==> src/rtl/pt_walker_pkg.sv <==
package pt_walker_pkg;
   typedef enum logic [2:0] {
      WS_IDLE,
      WS_RD_TOP,
      WS_RD_LEAF,
      WS_WR_MOD,
      WS_DONE,
      WS_FAULT
   } walk_state_e;

   localparam int PTE_PRESENT_BIT  = 0;
   localparam int PTE_MODIFIED_BIT = 1;
   localparam int PTE_WRITABLE_BIT = 2;
endpackage

==> src/rtl/pt_entry_decode.sv <==
module pt_entry_decode #(
   parameter int DATA_W = 32,
   parameter int OFF_W  = 12,
   parameter int PPN_W  = 18
) (
   input  logic [DATA_W-1:0] entry,
   output logic              present,
   output logic              modified,
   output logic              writable,
   output logic [PPN_W-1:0]  ppn,
   output logic [DATA_W-1:0] frame
);
   import pt_walker_pkg::*;

   always_comb begin
      present  = entry[PTE_PRESENT_BIT];
      modified = entry[PTE_MODIFIED_BIT];
      writable = entry[PTE_WRITABLE_BIT];
      ppn      = entry[DATA_W-1 -: PPN_W];
      frame    = {entry[DATA_W-1:OFF_W], {OFF_W{1'b0}}};
   end
endmodule

==> src/rtl/pt_addr_gen.sv <==
module pt_addr_gen #(
   parameter int AW    = 32,
   parameter int VA_W  = 32,
   parameter int IDX_W = 10,
   parameter int OFF_W = 12
) (
   input  logic [AW-1:0]   top_base,
   input  logic [AW-1:0]   leaf_base,
   input  logic [VA_W-1:0] va,
   input  logic            sel_leaf,
   output logic [AW-1:0]   addr
);
   localparam int PAD_W = AW - IDX_W - 2;

   logic [IDX_W-1:0] idx_top;
   logic [IDX_W-1:0] idx_leaf;
   logic [AW-1:0]    off_top;
   logic [AW-1:0]    off_leaf;

   always_comb begin
      idx_top  = va[VA_W-1 -: IDX_W];
      idx_leaf = va[OFF_W +: IDX_W];
      off_top  = {{PAD_W{1'b0}}, idx_top, 2'b00};
      off_leaf = {{PAD_W{1'b0}}, idx_leaf, 2'b00};
      addr     = sel_leaf ? (leaf_base + off_leaf) : (top_base + off_top);
   end
endmodule

==> src/rtl/pt_walk_fsm.sv <==
module pt_walk_fsm #(
   parameter int AW        = 32,
   parameter int VA_W      = 32,
   parameter int DATA_W    = 32,
   parameter int OFF_W     = 12,
   parameter int PA_W      = 30,
   parameter bit SET_DIRTY = 1'b1,
   localparam int PPN_W    = PA_W - OFF_W
) (
   input  logic                    clk,
   input  logic                    rst_n,
   input  logic                    req_valid,
   input  logic [VA_W-1:0]         req_va,
   input  logic                    req_store,
   input  logic [AW-1:0]           ptbr,
   input  logic                    mem_req_ready,
   input  logic                    mem_rsp_valid,
   input  logic [DATA_W-1:0]       mem_rsp_rdata,
   input  logic                    rsp_present,
   input  logic                    rsp_modified,
   input  logic                    rsp_writable,
   input  logic [PPN_W-1:0]        rsp_ppn,
   input  logic [PPN_W-1:0]        leaf_ppn,
   output pt_walker_pkg::walk_state_e state,
   output logic                    issued,
   output logic [VA_W-1:0]         va_q,
   output logic [AW-1:0]           base_q,
   output logic [DATA_W-1:0]       top_q,
   output logic [DATA_W-1:0]       leaf_q,
   output logic [PA_W-1:0]         pa_q,
   output logic                    fpage_q,
   output logic                    fprot_q
);
   import pt_walker_pkg::*;

   logic store_q;
   logic fire;

   assign fire = mem_req_ready && !issued;

   always_ff @(posedge clk) begin
      if (!rst_n) begin
         state   <= WS_IDLE;
         issued  <= 1'b0;
         va_q    <= '0;
         base_q  <= '0;
         top_q   <= '0;
         leaf_q  <= '0;
         pa_q    <= '0;
         fpage_q <= 1'b0;
         fprot_q <= 1'b0;
         store_q <= 1'b0;
      end else begin
         case (state)
            WS_IDLE: begin
               if (req_valid) begin
                  va_q    <= req_va;
                  store_q <= req_store;
                  base_q  <= ptbr;
                  pa_q    <= '0;
                  fpage_q <= 1'b0;
                  fprot_q <= 1'b0;
                  issued  <= 1'b0;
                  state   <= WS_RD_TOP;
               end
            end
            WS_RD_TOP: begin
               if (fire) begin
                  issued <= 1'b1;
               end else if (issued && mem_rsp_valid) begin
                  issued <= 1'b0;
                  if (!rsp_present) begin
                     fpage_q <= 1'b1;
                     state   <= WS_FAULT;
                  end else begin
                     top_q <= mem_rsp_rdata;
                     state <= WS_RD_LEAF;
                  end
               end
            end
            WS_RD_LEAF: begin
               if (fire) begin
                  issued <= 1'b1;
               end else if (issued && mem_rsp_valid) begin
                  issued <= 1'b0;
                  leaf_q <= mem_rsp_rdata;
                  if (!rsp_present) begin
                     fpage_q <= 1'b1;
                     state   <= WS_FAULT;
                  end else if (store_q && !rsp_writable) begin
                     fprot_q <= 1'b1;
                     state   <= WS_FAULT;
                  end else if (SET_DIRTY && store_q && !rsp_modified) begin
                     state <= WS_WR_MOD;
                  end else begin
                     pa_q  <= {rsp_ppn, va_q[OFF_W-1:0]};
                     state <= WS_DONE;
                  end
               end
            end
            WS_WR_MOD: begin
               if (mem_req_ready) begin
                  pa_q  <= {leaf_ppn, va_q[OFF_W-1:0]};
                  state <= WS_DONE;
               end
            end
            WS_DONE:  state <= WS_IDLE;
            WS_FAULT: state <= WS_IDLE;
            default:  state <= WS_IDLE;
         endcase
      end
   end
endmodule

==> src/rtl/pt_walker.sv <==
module pt_walker #(
   parameter int VA_W      = 32,
   parameter int IDX_W     = 10,
   parameter int OFF_W     = 12,
   parameter int PA_W      = 30,
   parameter int DATA_W    = 32,
   parameter int AW        = 32,
   parameter bit SET_DIRTY = 1'b1
) (
   input  logic              clk,
   input  logic              rst_n,
   input  logic [AW-1:0]     ptbr,
   input  logic              req_valid,
   output logic              req_ready,
   input  logic [VA_W-1:0]   req_va,
   input  logic              req_store,
   output logic              busy,
   output logic              mem_req_valid,
   input  logic              mem_req_ready,
   output logic              mem_req_write,
   output logic [AW-1:0]     mem_req_addr,
   output logic [DATA_W-1:0] mem_req_wdata,
   input  logic              mem_rsp_valid,
   input  logic [DATA_W-1:0] mem_rsp_rdata,
   output logic              done,
   output logic [PA_W-1:0]   pa,
   output logic              fault_page,
   output logic              fault_prot
);
   import pt_walker_pkg::*;

   localparam int PPN_W = PA_W - OFF_W;

   if (VA_W != 2 * IDX_W + OFF_W) begin : g_bad_split
      $error("pt_walker: VA_W must equal two indices plus the offset");
   end
   if (PA_W <= OFF_W) begin : g_bad_pa
      $error("pt_walker: PA_W must exceed OFF_W");
   end
   if (DATA_W - PPN_W < 3) begin : g_bad_entry
      $error("pt_walker: entry too narrow for flag bits");
   end
   if (AW != DATA_W) begin : g_bad_aw
      $error("pt_walker: table frame in entry must match address width");
   end

   walk_state_e       state;
   logic              issued;
   logic [VA_W-1:0]   va_q;
   logic [AW-1:0]     base_q;
   logic [DATA_W-1:0] top_q;
   logic [DATA_W-1:0] leaf_q;
   logic [PA_W-1:0]   pa_q;
   logic              fpage_q;
   logic              fprot_q;

   logic              rsp_present, rsp_modified, rsp_writable;
   logic [PPN_W-1:0]  rsp_ppn;
   logic [DATA_W-1:0] rsp_frame;
   logic              top_present, top_modified, top_writable;
   logic [PPN_W-1:0]  top_ppn;
   logic [DATA_W-1:0] top_frame;
   logic              leaf_present, leaf_modified, leaf_writable;
   logic [PPN_W-1:0]  leaf_ppn;
   logic [DATA_W-1:0] leaf_frame;

   pt_entry_decode #(.DATA_W(DATA_W), .OFF_W(OFF_W), .PPN_W(PPN_W)) u_dec_rsp (
      .entry(mem_rsp_rdata), .present(rsp_present), .modified(rsp_modified),
      .writable(rsp_writable), .ppn(rsp_ppn), .frame(rsp_frame)
   );

   pt_entry_decode #(.DATA_W(DATA_W), .OFF_W(OFF_W), .PPN_W(PPN_W)) u_dec_top (
      .entry(top_q), .present(top_present), .modified(top_modified),
      .writable(top_writable), .ppn(top_ppn), .frame(top_frame)
   );

   pt_entry_decode #(.DATA_W(DATA_W), .OFF_W(OFF_W), .PPN_W(PPN_W)) u_dec_leaf (
      .entry(leaf_q), .present(leaf_present), .modified(leaf_modified),
      .writable(leaf_writable), .ppn(leaf_ppn), .frame(leaf_frame)
   );

   pt_walk_fsm #(
      .AW(AW), .VA_W(VA_W), .DATA_W(DATA_W), .OFF_W(OFF_W),
      .PA_W(PA_W), .SET_DIRTY(SET_DIRTY)
   ) u_fsm (
      .clk(clk), .rst_n(rst_n),
      .req_valid(req_valid && req_ready), .req_va(req_va), .req_store(req_store),
      .ptbr(ptbr), .mem_req_ready(mem_req_ready),
      .mem_rsp_valid(mem_rsp_valid), .mem_rsp_rdata(mem_rsp_rdata),
      .rsp_present(rsp_present), .rsp_modified(rsp_modified),
      .rsp_writable(rsp_writable), .rsp_ppn(rsp_ppn), .leaf_ppn(leaf_ppn),
      .state(state), .issued(issued), .va_q(va_q), .base_q(base_q),
      .top_q(top_q), .leaf_q(leaf_q), .pa_q(pa_q),
      .fpage_q(fpage_q), .fprot_q(fprot_q)
   );

   pt_addr_gen #(.AW(AW), .VA_W(VA_W), .IDX_W(IDX_W), .OFF_W(OFF_W)) u_addr (
      .top_base(base_q), .leaf_base(top_frame), .va(va_q),
      .sel_leaf(state != WS_RD_TOP), .addr(mem_req_addr)
   );

   always_comb begin
      busy          = (state != WS_IDLE);
      req_ready     = !busy;
      mem_req_write = (state == WS_WR_MOD);
      mem_req_valid = ((state == WS_RD_TOP || state == WS_RD_LEAF) && !issued)
                      || mem_req_write;
      mem_req_wdata = leaf_q;
      mem_req_wdata[PTE_MODIFIED_BIT] = 1'b1;
      done          = (state == WS_DONE) || (state == WS_FAULT);
      pa            = pa_q;
      fault_page    = fpage_q;
      fault_prot    = fprot_q;
   end
endmodule

==> config.mk <==
export PLATFORM = sky130hd
export DESIGN_NAME = pt_walker
export DESIGN_NICKNAME = d
export VERILOG_FILES = /design/src/rtl/pt_walker_pkg.sv /design/src/rtl/pt_entry_decode.sv /design/src/rtl/pt_addr_gen.sv /design/src/rtl/pt_walk_fsm.sv /design/src/rtl/pt_walker.sv
export SDC_FILE = /design/constraint.sdc
export NUM_CORES = 1
export LEC_CHECK = 0
export BUFFER_PORTS_ARGS = -buffer_cell sky130_fd_sc_hd__buf_4
export CORE_MARGIN = 10
export CORE_UTILIZATION = 37
export CTS_CLUSTER_SIZE = 20
export DETAILED_ROUTE_END_ITERATION = 16
export RECOVER_POWER = 100
export SYNTH_ARGS = -nofsm -noshare
export SYNTH_HDL_FRONTEND = slang
export SYNTH_SLANG_ARGS = --single-unit
==> constraint.sdc <==
create_clock -name clk -period 3.25 [get_ports clk]
set_clock_uncertainty 0.2 [all_clocks]
set_input_delay 0.325 -clock clk [delete_from_list [all_inputs] [get_ports clk]]
set_output_delay 0.325 -clock clk [all_outputs]
set_load 0.01 [all_outputs]
Yosys cells after proc, flatten, opt, wreduce, memory -nomap -nowiden
Index checks and enable logic that the tools add are counted.
{"block": "word_totals", "register_bits": 165, "inputBits": 102, "output_inout_bits": 101}
{"block": "classes", "n_eq_ne": 20, "muxes": 33, "bitwise_logic": 1, "add_sub_neg": 2, "n_reduce_logical": 27}
{"op": "$mux 30", "count": 7}
{"op": "$pmux 30 s3", "count": 1}
{"op": "$add 32x12->32", "count": 2}
{"op": "$mux 32", "count": 1}
{"op": "$mux 3", "count": 10}
{"op": "$ne 2x2->1 const B", "count": 8}
{"op": "$pmux 3 s4", "count": 1}
{"op": "$reduce_and 6->1", "count": 2}
{"op": "$mux 1", "count": 10}
{"op": "$ne 2x1->1 const B", "count": 5}
{"op": "$reduce_and 8->1", "count": 1}
{"op": "$eq 3x2->1 const B", "count": 2}
{"op": "$eq 3x3->1 const B", "count": 2}
{"op": "$logic_and 1x1->1", "count": 6}
{"op": "$ne 3x1->1 const B", "count": 2}
{"op": "$pmux 1 s2", "count": 3}
{"op": "$reduce_and 3->1", "count": 2}
{"op": "$reduce_bool 3->1", "count": 2}
{"op": "$reduce_and 5->1", "count": 1}
{"op": "$logic_not 1->1", "count": 4}
{"op": "$reduce_and 4->1", "count": 1}
{"op": "$reduce_bool 2->1", "count": 2}
{"op": "$eq 3x1->1 const B", "count": 1}
{"op": "$logic_not 3->1", "count": 1}
{"op": "4 further kinds", "count": 6}

Logic depth before layout (Yosys ltp)
Gate-level depths: netlist (run 1).
{"block": "logic_depth", "ltp_word": 8, "depth_mapped": 8, "ltp_nobuf": 7}

Cells and area by module
From an unflattened synthesis (run 1), not the netlist that was laid out.
{"block": "unflattened", "hier_cells": 1147, "hier_area_um2": 9758.1}
{"module": "pt_walk_fsm", "cells_per_inst": 707, "instances": 1, "seq_area_each_um2": 3303.2, "area_per_inst_um2": 6411.1}
{"module": "pt_addr_gen", "cells_per_inst": 264, "instances": 1, "seq_area_each_um2": 0.0, "area_per_inst_um2": 2059.5}
{"module": "pt_entry_decode", "cells_per_inst": 54, "instances": 3, "seq_area_each_um2": 0.0, "area_per_inst_um2": 401.6}
{"module": "pt_walker", "cells_per_inst": 14, "instances": 1, "seq_area_each_um2": 0.0, "area_per_inst_um2": 82.6}

Worst setup path before layout (run 1)
Ideal clock, no wire load.
{"block": "synth_path", "kind": "reg-to-output", "startpoint": "reg u_fsm.base_q[2]", "endpoint": "out mem_req_addr[20]", "required_time_ns": 2.725, "arrival_ns": 2.165, "n_path_buf": 1, "path_stages_with_launch": 9, "setup_slack_ns": 0.560, "path_cell_list": "dfxtp_1 ha_1 fa_1 a21o_1 a22oi_1 a22o_1 clkbuf_1 o21ai_0 a31oi_1"}
{"block": "synth_between", "elab_chain_len": 2}
{"element": "start: declaration", "line": "pt_walk_fsm.sv:27", "rtl": "output logic [AW-1:0] base_q,"}
{"element": "start signal: assignment", "line": "pt_walk_fsm.sv:59", "rtl": "base_q <= ptbr;"}
{"element": "$add 32x12->32", "line": "pt_addr_gen.sv:25", "rtl": "addr = sel_leaf ? (leaf_base + off_leaf) : (top_base + off_top);"}
{"element": "$mux 32", "line": "pt_addr_gen.sv:25"}
{"element": "end: declaration", "line": "pt_walker.sv:21", "rtl": "output logic [AW-1:0] mem_req_addr,"}
Every way passes these cells.

Worst setup path after layout (run 1)
{"block": "layout_path", "startpoint": "reg u_fsm.va_q[22]", "endpoint": "out mem_req_addr[22]"}
{"block": "layout_between", "elab_chain_len": 2}
{"element": "start: declaration", "line": "pt_walk_fsm.sv:26", "rtl": "output logic [VA_W-1:0] va_q,"}
{"element": "start signal: assignment", "line": "pt_walk_fsm.sv:57", "rtl": "va_q <= req_va;"}
{"element": "$add 32x12->32", "line": "pt_addr_gen.sv:25"}
{"element": "$mux 32", "line": "pt_addr_gen.sv:25"}
Every way passes these cells.

==> results by group, run 1 <==
Status
  – Status: finished, final reports clean

Clock network
  – Clk sinks: around 150
  – Worst skew pair latency: ~0.42 ns
  – Clock buffer depth: 2
  – Root buffer cell: clkbuf_16
  – CTS Buf Count: 17
  – H-tree Lvls: 4
  – TritonCTS clock tree: built
  – Clock transition at the registers of the reported paths: around 0.060 ns

Placed design
  – Number of buffers added on ports: 201
  – Dpl hpwl: between 15,000 and 20,000 µm
  – Routability cong.: 0.848
  – Placement Cell Area: slightly above 0.009 mm²
  – Post-Place Setup Slack: between 0.06 and 0.07 ns
  – Placed Cells: about 1,400

Yosys
  – Syn Nets: about 1,000
  – Distinct cells, synth: 52
  – Asr flop ratio synth: 0
  – Primary FF master, synth: dfxtp_1
  – Top-area cell type share of the netlist area: 0.415
  – Flops & latches, synth: 152
  – Syn Inst Count: about 930
  – Leading area contributor after synthesis: dfxtp_1
  – Mean post-synth cell area: slightly below 8 µm²
  – Largest cells by area after synthesis: dfxtp_1 41%, nand2_1 14%, a21boi_0 13%, mux2i_1 4.9%, clkbuf_1 2.9%
  – Area of the mapped netlist: between 0.007 and 0.008 mm²
  – Synth warn: 0
  – EDFF count, synth: 0
  – Sequential element share of the synthesized area: 0.415

Finish
  – Fillers: between 1,500 and 2,000
  – Post-Layout Cell Count: about 1,500
  – Final nets: about 1,300
  – Area of the multi-input gates: roughly 0.0042 mm²
  – Share of layout cells above drive strength 1: 0.187
  – FF+latch area: between 0.003 and 0.004 mm²
  – Area growth, synth to finish: 45.2%
  – Post-layout instance area: approximately 0.011 mm²

Drt
  – # DRC: 0
  – WL final: ~24,000 µm
  – Per-cell routed wire length: between 15 and 20 µm
  – Initial DRC Count: about 320
  – Pre-Repair DR Iteration Count: 4
  – Antenna viol nets, final: 0
  – Vias per Instance: around 5
  – Vias: 7,231

Worst setup path
  – CP Data Arrival Time: 2.68 ns
  – Startpoint types: flip-flop
  – Worst setup EP type: primary output
  – Critical setup path kind: reg -> out
  – Worst path cell trace: ha_4 -> fa_2 -> a21o_1 -> a22oi_1 -> a22o_4 -> buf_4 -> or4_4 -> a31oi_4 -> buf_6
  – CP max FO: 6
  – CP delay by family, top: compound AO/OA/AOI/OAI gates
  – CP Buf/Inv Count: 2
  – CP peak stage delay: 0.52 ns
  – Req. time, crit path: about 2.7 ns
  – Slowest cell on crit path: or4_4

Die
  – FP Rows: 51
  – Die area: about 0.026 mm²
  – Die Width: roughly 160 µm
  – Die Y: around 160 µm
  – Core ar.: between 0.015 and 0.02 mm²
  – Io pins: ~200
  – Initial Utilization: 0.377

STA
  – # setup viols final: 0
  – Final hold vios: 0
  – Unrepaired setup endpoints after global routing: true
  – Final cycle utilization of the critical path: 0.988
  – Final WS setup: 0.0401 ns
  – Period minus WS final: roughly 3.2 ns
  – F_max: about 310 MHz
  – Worst slew pin tran: ~1.2 ns
  – Max_slew headroom: 0.177
  – Slew Viols, Final: 0

Power
  – Total leakage power: between 0.003 and 0.004 µW
  – Clock Power Share: 0.419
  – Combinational power share: 0.187
  – Sw frac: 0.269
  – Pwr per Cell Area: about 480 mW/mm²
  – Sequential group share of total power: 0.394
  – Internal: about 3700 µW
  – Sw Pwr: 1370 µW
  – VDD IR max: 0.320 mV

Run
  – Max-cap violations: 0

GRT
  – Total gr overflow: 0
  – Largest net degree at the start of global routing: 91
  – Total global routing track utilization: 0.177
  – First-pass GRT wire length: around 38,000 µm
  – Initial antenna violation count: 1
  – Vias in the first global route: between 7,000 and 8,000

Worst hold path
  – HP Class: in -> reg
[worst reg2reg max path, delay by kind of cell (launching register included)]
kind / cells / cell delay (ns)
compound gates: 1 / 0.17
flops: 1 / 0.34
buf+inv: 3 / 1.26
mux: 1 / 0.28
simple gates: 2 / 0.67
[per-stage QoR]
| step | utilization | total power (µW) | setup TNS (ns) | hold slack (ns) |
|---|---|---|---|---|
| 2_1_floorplan | - | 2500 | 0 | 0.239 |
| 3_3_place_gp | 0.470 | 2880 | 0 | 0.250 |
| 3_5_place_dp | 0.470 | 2880 | 0 | 0.258 |
| 4_1_cts | 0.558 | 5140 | 0 | 0.000826 |
| 5_1_grt | 0.548 | 5310 | -0.146 | 0.00775 |
| 6_report | 0.548 | 5080 | 0 | 0.0224 |
[worst paths after layout]
check / start / end / slack, ns / depth (start not counted)
hold / removal: ptbr[15] / u_fsm.base_q[15] / 0.02 / 3
setup / recovery: u_fsm.va_q[22] / mem_req_addr[22] / 0.04 / 9
setup reg to reg: u_fsm.state[1] / u_fsm.pa_q[17] / 0.24 / 7
hold reg to reg: u_fsm.leaf_q[11] / u_fsm.leaf_q[11] / 0.26 / 2
[state kept, by name, summed over array words and instances (netlist names)]
register	cells
u_fsm.store_q	1
u_fsm.va_q	32
u_fsm.fpage_q	1
u_fsm.top_q	20
u_fsm.pa_q	30
u_fsm.state	3
u_fsm.fprot_q	1
u_fsm.leaf_q	31
u_fsm.issued	1
u_fsm.base_q	32
[cells in the mapped netlist, drive strengths merged, types with 2 or more instances]
| master | count |
|---|---|
| inv | 9 |
| nor2 | 47 |
| a221oi | 2 |
| buf | 13 |
| o311ai | 2 |
| nand2b | 15 |
| a21oi | 13 |
| clkbuf | 56 |
| o21a | 2 |
| a211oi | 2 |
| a31oi | 15 |
| nor2b | 19 |
| or4 | 11 |
| ha | 10 |
| xor2 | 2 |
| nand2 | 269 |
| o31ai | 8 |
| a21boi | 131 |
| mux2i | 36 |
| o21ai | 19 |
| a22oi | 2 |
| and3 | 4 |
| o211ai | 6 |
| nor3 | 6 |
| a21o | 4 |
| nand3 | 27 |
| or3 | 12 |
| nand4 | 3 |
| nand4b | 2 |
| and2 | 8 |
| xnor2 | 7 |
| a211o | 2 |
| dfxtp | 152 |
[cell type report]
cell class                      instances  area share
Sequential cell                       152       0.287
Inverter                                9     0.00317
Antenna cell                            1    0.000235
Multi-Input combinational cell        698       0.395
Clock inverter                         11      0.0161
Timing Repair Buffer                  329       0.225
Tap cell                              265      0.0311
Clock buffer                           21      0.0432
[power by group through the flow]
stage / Combinational (µW) / Clock (µW) / Sequential (µW)
after CTS: 970 / 2170 / 2000
after floorplan: 479 / 0 / 2020
after global placement: 850 / 0 / 2030
after detailed placement: 849 / 0 / 2030
after global routing: 1040 / 2260 / 2010
final: 952 / 2130 / 2000
[metal layers]
metal	global-route usage	vias to the layer above	share of wire
li1	-	3700	-
met1	0.223	3343	0.46
met2	0.288	169	0.47
met3	0.0506	19	0.054
met4	0.0492	0	0.012
met5	0	-	0
[cell usage in the layout, fill, tap and decap left out, types with 4 or more instances in the layout]
cell type      count
a31oi_1           10
nand3_1           26
bufinv_16          4
inv_1              9
o31ai_1            8
mux2i_1           36
nor3_1             6
xnor2_1            7
a21oi_1           12
nand2b_1          15
dfxtp_2            9
a21o_1             4
ha_4               8
nor2b_1           19
and3_1             4
or3_1              8
o21ai_0           18
and2_1             6
nor2_1            47
dlygate4sd3_1     91
or4_1              8
nand2_1          268
clkbuf_16         17
clkbuf_1          82
o211ai_1           6
buf_4            142
a21boi_0         130
clkbuf_2          10
dfxtp_1          143
[cells by family after synthesis]
| logic type | count (synthesis) | synth area share |
|---|---|---|
| other | 1 | 0.000511 |
| flip-flops | 152 | 0.415 |
| XOR/XNOR | 9 | 0.0107 |
| adder cells (fa/ha/maj) | 11 | 0.0198 |
| AO/OA/AOI/OAI | 213 | 0.206 |
| AND/OR/NAND/NOR | 428 | 0.257 |
| buffers and inverters | 78 | 0.0423 |
| multiplexers | 36 | 0.0491 |
[what timing repair did]
action	CTS	global route
cloned	0	3
setup buffers	5	3
setup endpoints to repair	13	10
hold buffers	91	0
resized for setup	22	26
hold endpoints to repair	108	0
pin swaps	7	9
Power figures use the tool's default switching activity.
==> run 2, diff against run 1 <==
--- a/config.mk
+++ b/config.mk
@@ -10,7 +10,7 @@
 export CORE_UTILIZATION = 37
 export CTS_CLUSTER_SIZE = 20
 export DETAILED_ROUTE_END_ITERATION = 16
-export RECOVER_POWER = 100
+export RECOVER_POWER = 50
 export SYNTH_ARGS = -nofsm -noshare
 export SYNTH_HDL_FRONTEND = slang
 export SYNTH_SLANG_ARGS = --single-unit
==> results by group, run 2 (synthesis results as in run 1) <==
Placed design
  – Placed Cells: 1,351 (unchanged)
  – Placement Cell Area: 0.00915 mm² (unchanged)
  – Number of buffers added on ports: 201 (unchanged)
  – Dpl hpwl: 16,600 µm (unchanged)
  – Routability cong.: 0.848 (unchanged)
  – Post-Place Setup Slack: 0.0684 ns (unchanged)

Drt
  – Vias per Instance: 4.86 (was 4.87)
  – # DRC: 0 (unchanged)
  – Initial DRC Count: 308 (was 317)
  – Vias: 7,218 (was 7,231)
  – Per-cell routed wire length: 16.1 µm (was 16.2 µm)
  – WL final: 24,000 µm (was 24,100 µm)
  – Pre-Repair DR Iteration Count: 4 (unchanged)
  – Antenna viol nets, final: 0 (unchanged)

GRT
  – First-pass GRT wire length: 38,000 µm (unchanged)
  – Layer with the highest usage: met2 (unchanged)
  – Total global routing track utilization: 0.177 (unchanged)
  – Met2 Resource Use GR: 0.288 (unchanged)
  – GR Layer Usage met1: 0.223 (unchanged)
  – Initial antenna violation count: 1 (unchanged)
  – Largest net degree at the start of global routing: 91 (unchanged)
  – Met3 usage: 0.0506 (unchanged)
  – Total gr overflow: 0 (unchanged)
  – Vias in the first global route: 7,154 (unchanged)

Finish
  – Fillers: 1,924 (was 1,944)
  – FF+latch area: 0.00305 mm² (unchanged)
  – Share of layout cells above drive strength 1: 0.197 (was 0.187)
  – Largest regs: u_fsm.base_q x32, u_fsm.va_q x32, u_fsm.leaf_q x31 (unchanged)
  – Most common cell after layout, fill and taps aside: nand2_1 (unchanged)
  – Fin util: 0.552 (was 0.548)
  – Post-layout instance area: 0.0107 mm² (about the same)
  – Post-Layout Cell Count: 1,486 (unchanged)
  – Final nets: 1,320 (unchanged)
  – Area growth, synth to finish: 46.2% (was 45.2%)
  – Area of the multi-input gates: 0.00422 mm² (was 0.00421 mm²)
  – Commonest cells after routing, fill and taps aside: 268 x nand2_1, 159 x buf_4, 143 x dfxtp_1, 130 x a21boi_0, 91 x dlygate4sd3_1 (was 268 x nand2_1, 143 x dfxtp_1, 142 x buf_4, 130 x a21boi_0, 91 x dlygate4sd3_1)

STA
  – Unrepaired setup endpoints after global routing: true (unchanged)
  – # setup viols final: 0 (unchanged)
  – Max_slew headroom: 0.180 (was 0.177)
  – F_max: 312 MHz (about the same)
  – Final hold vios: 0 (unchanged)
  – Period minus WS final: 3.20 ns (was 3.21 ns)
  – Final WS setup: 0.0461 ns (was 0.0401 ns)
  – Slew Viols, Final: 0 (unchanged)
  – Final cycle utilization of the critical path: 0.986 (was 0.988)
  – Worst slew pin tran: 1.23 ns (about the same)

Clock network
  – Clk sinks: 152 (unchanged)
  – Clock transition at the registers of the reported paths: 0.06 ns (about the same)
  – Root buffer cell: clkbuf_16 (unchanged)
  – Worst skew pair latency: 0.41 ns (was 0.42 ns)
  – Clock buffer depth: 2 (unchanged)
  – H-tree Lvls: 4 (unchanged)
  – TritonCTS clock tree: built (unchanged)
  – CTS Buf Count: 17 (unchanged)

Worst setup path
  – CP peak stage delay: 0.51 ns (was 0.52 ns)
  – Slowest cell on crit path: or4_4 (unchanged)
  – Worst path cell trace: nand4_2 -> or3_4 -> or3_4 -> or4_4 -> a31oi_4 -> buf_6 (was ha_4 -> fa_2 -> a21o_1 -> a22oi_1 -> a22o_4 -> buf_4 -> or4_4 -> a31oi_4 -> buf_6)
  – CP Data Arrival Time: 2.68 ns (about the same)
  – Req. time, crit path: 2.72 ns (about the same)
  – Critical setup path kind: reg -> out (unchanged)
  – Startpoint types: flip-flop (unchanged)
  – Most common cell on crit path: or3_4
  – Worst setup EP type: primary output (unchanged)
  – CP max FO: 6 (unchanged)

Worst hold path
  – HP Class: in -> reg (unchanged)

Die
  – Io pins: 203 (unchanged)
  – Core ar.: 0.0195 mm² (unchanged)
  – Die area: 0.0259 mm² (unchanged)
  – FP Rows: 51 (unchanged)
  – Die Y: 161 µm (unchanged)
  – Die Width: 161 µm (unchanged)
  – Initial Utilization: 0.377 (unchanged)

Power
  – Total leakage power: 0.00400 µW (was 0.00395 µW)
  – Pwr per Cell Area: 475 mW/mm² (was 477 mW/mm²)
  – VDD IR max: 0.318 mV (was 0.320 mV)
  – Power Total: 5100 µW (was 5080 µW)

Status
  – Status: finished, final reports clean (unchanged)

Run
  – Max-cap violations: 0 (unchanged)
-- run 2: final timing paths --
check	from	endpoint	slack (ns)	cells after the start
worst max-delay path	u_fsm.base_q[16]	mem_req_addr[31]	0.05	6
worst min-delay path	ptbr[15]	u_fsm.base_q[15]	0.01	3
worst max register to register	u_fsm.state[1]	u_fsm.va_q[22]	0.30	6
worst min register to register	u_fsm.leaf_q[11]	u_fsm.leaf_q[11]	0.26	2
-- run 2: per-stage QoR --
stage               setup TNS [ns]  hold WS, ns
detailed placement               0        0.258
CTS                              0     0.000826
global route               -0.0560      0.00775
floorplan                        0        0.239
global placement                 0        0.250
finish                           0       0.0149
-- run 2: what timing repair did --
item | in CTS | in global routing
setup buffers | 5 | 3
resized for setup | 22 | 26
setup endpoints to repair | 13 | 10
hold endpoints to repair | 108 | 0
pin swaps | 7 | 9
hold buffers | 91 | 0
cloned | 0 | 3
-- run 2: worst max-delay path: cells and delay by family (launching register included) --
| kind | cells | cell delay [ns] |
|---|---|---|
| compound gates | 1 | 0.25 |
| flops | 1 | 0.43 |
| simple gates | 4 | 1.44 |
| buf+inv | 1 | 0.14 |
-- run 2: area by class of cell --
| class | count | share of cell area |
|---|---|---|
| multi-input combinational | 698 | 0.393 |
| sequential | 152 | 0.284 |
| inverter | 9 | 0.00315 |
| tap | 265 | 0.0309 |
| clock inverter | 11 | 0.0160 |
| timing repair buffer | 329 | 0.229 |
| clock buffer | 21 | 0.0429 |
| antenna | 1 | 0.000233 |
-- run 2: power by group --
part / switching (µW) / internal, µW / leakage [µW] / total, µW
combinational: 504 / 471 / 0.00246 / 975
clock: 798 / 1330 / 0.000303 / 2130
sequential: 63.6 / 1940 / 0.00124 / 2000
total: 1370 / 3740 / 0.00400 / 5100
-- run 2: per-layer routing --
metal  routed length, µm  up-vias  part of all wire
met4                 294        0             0.012
li1                    -     3702                 -
met1               10900     3318              0.46
met3                1430       19             0.059
met2               11300      179              0.47
met5                   0        -                 0
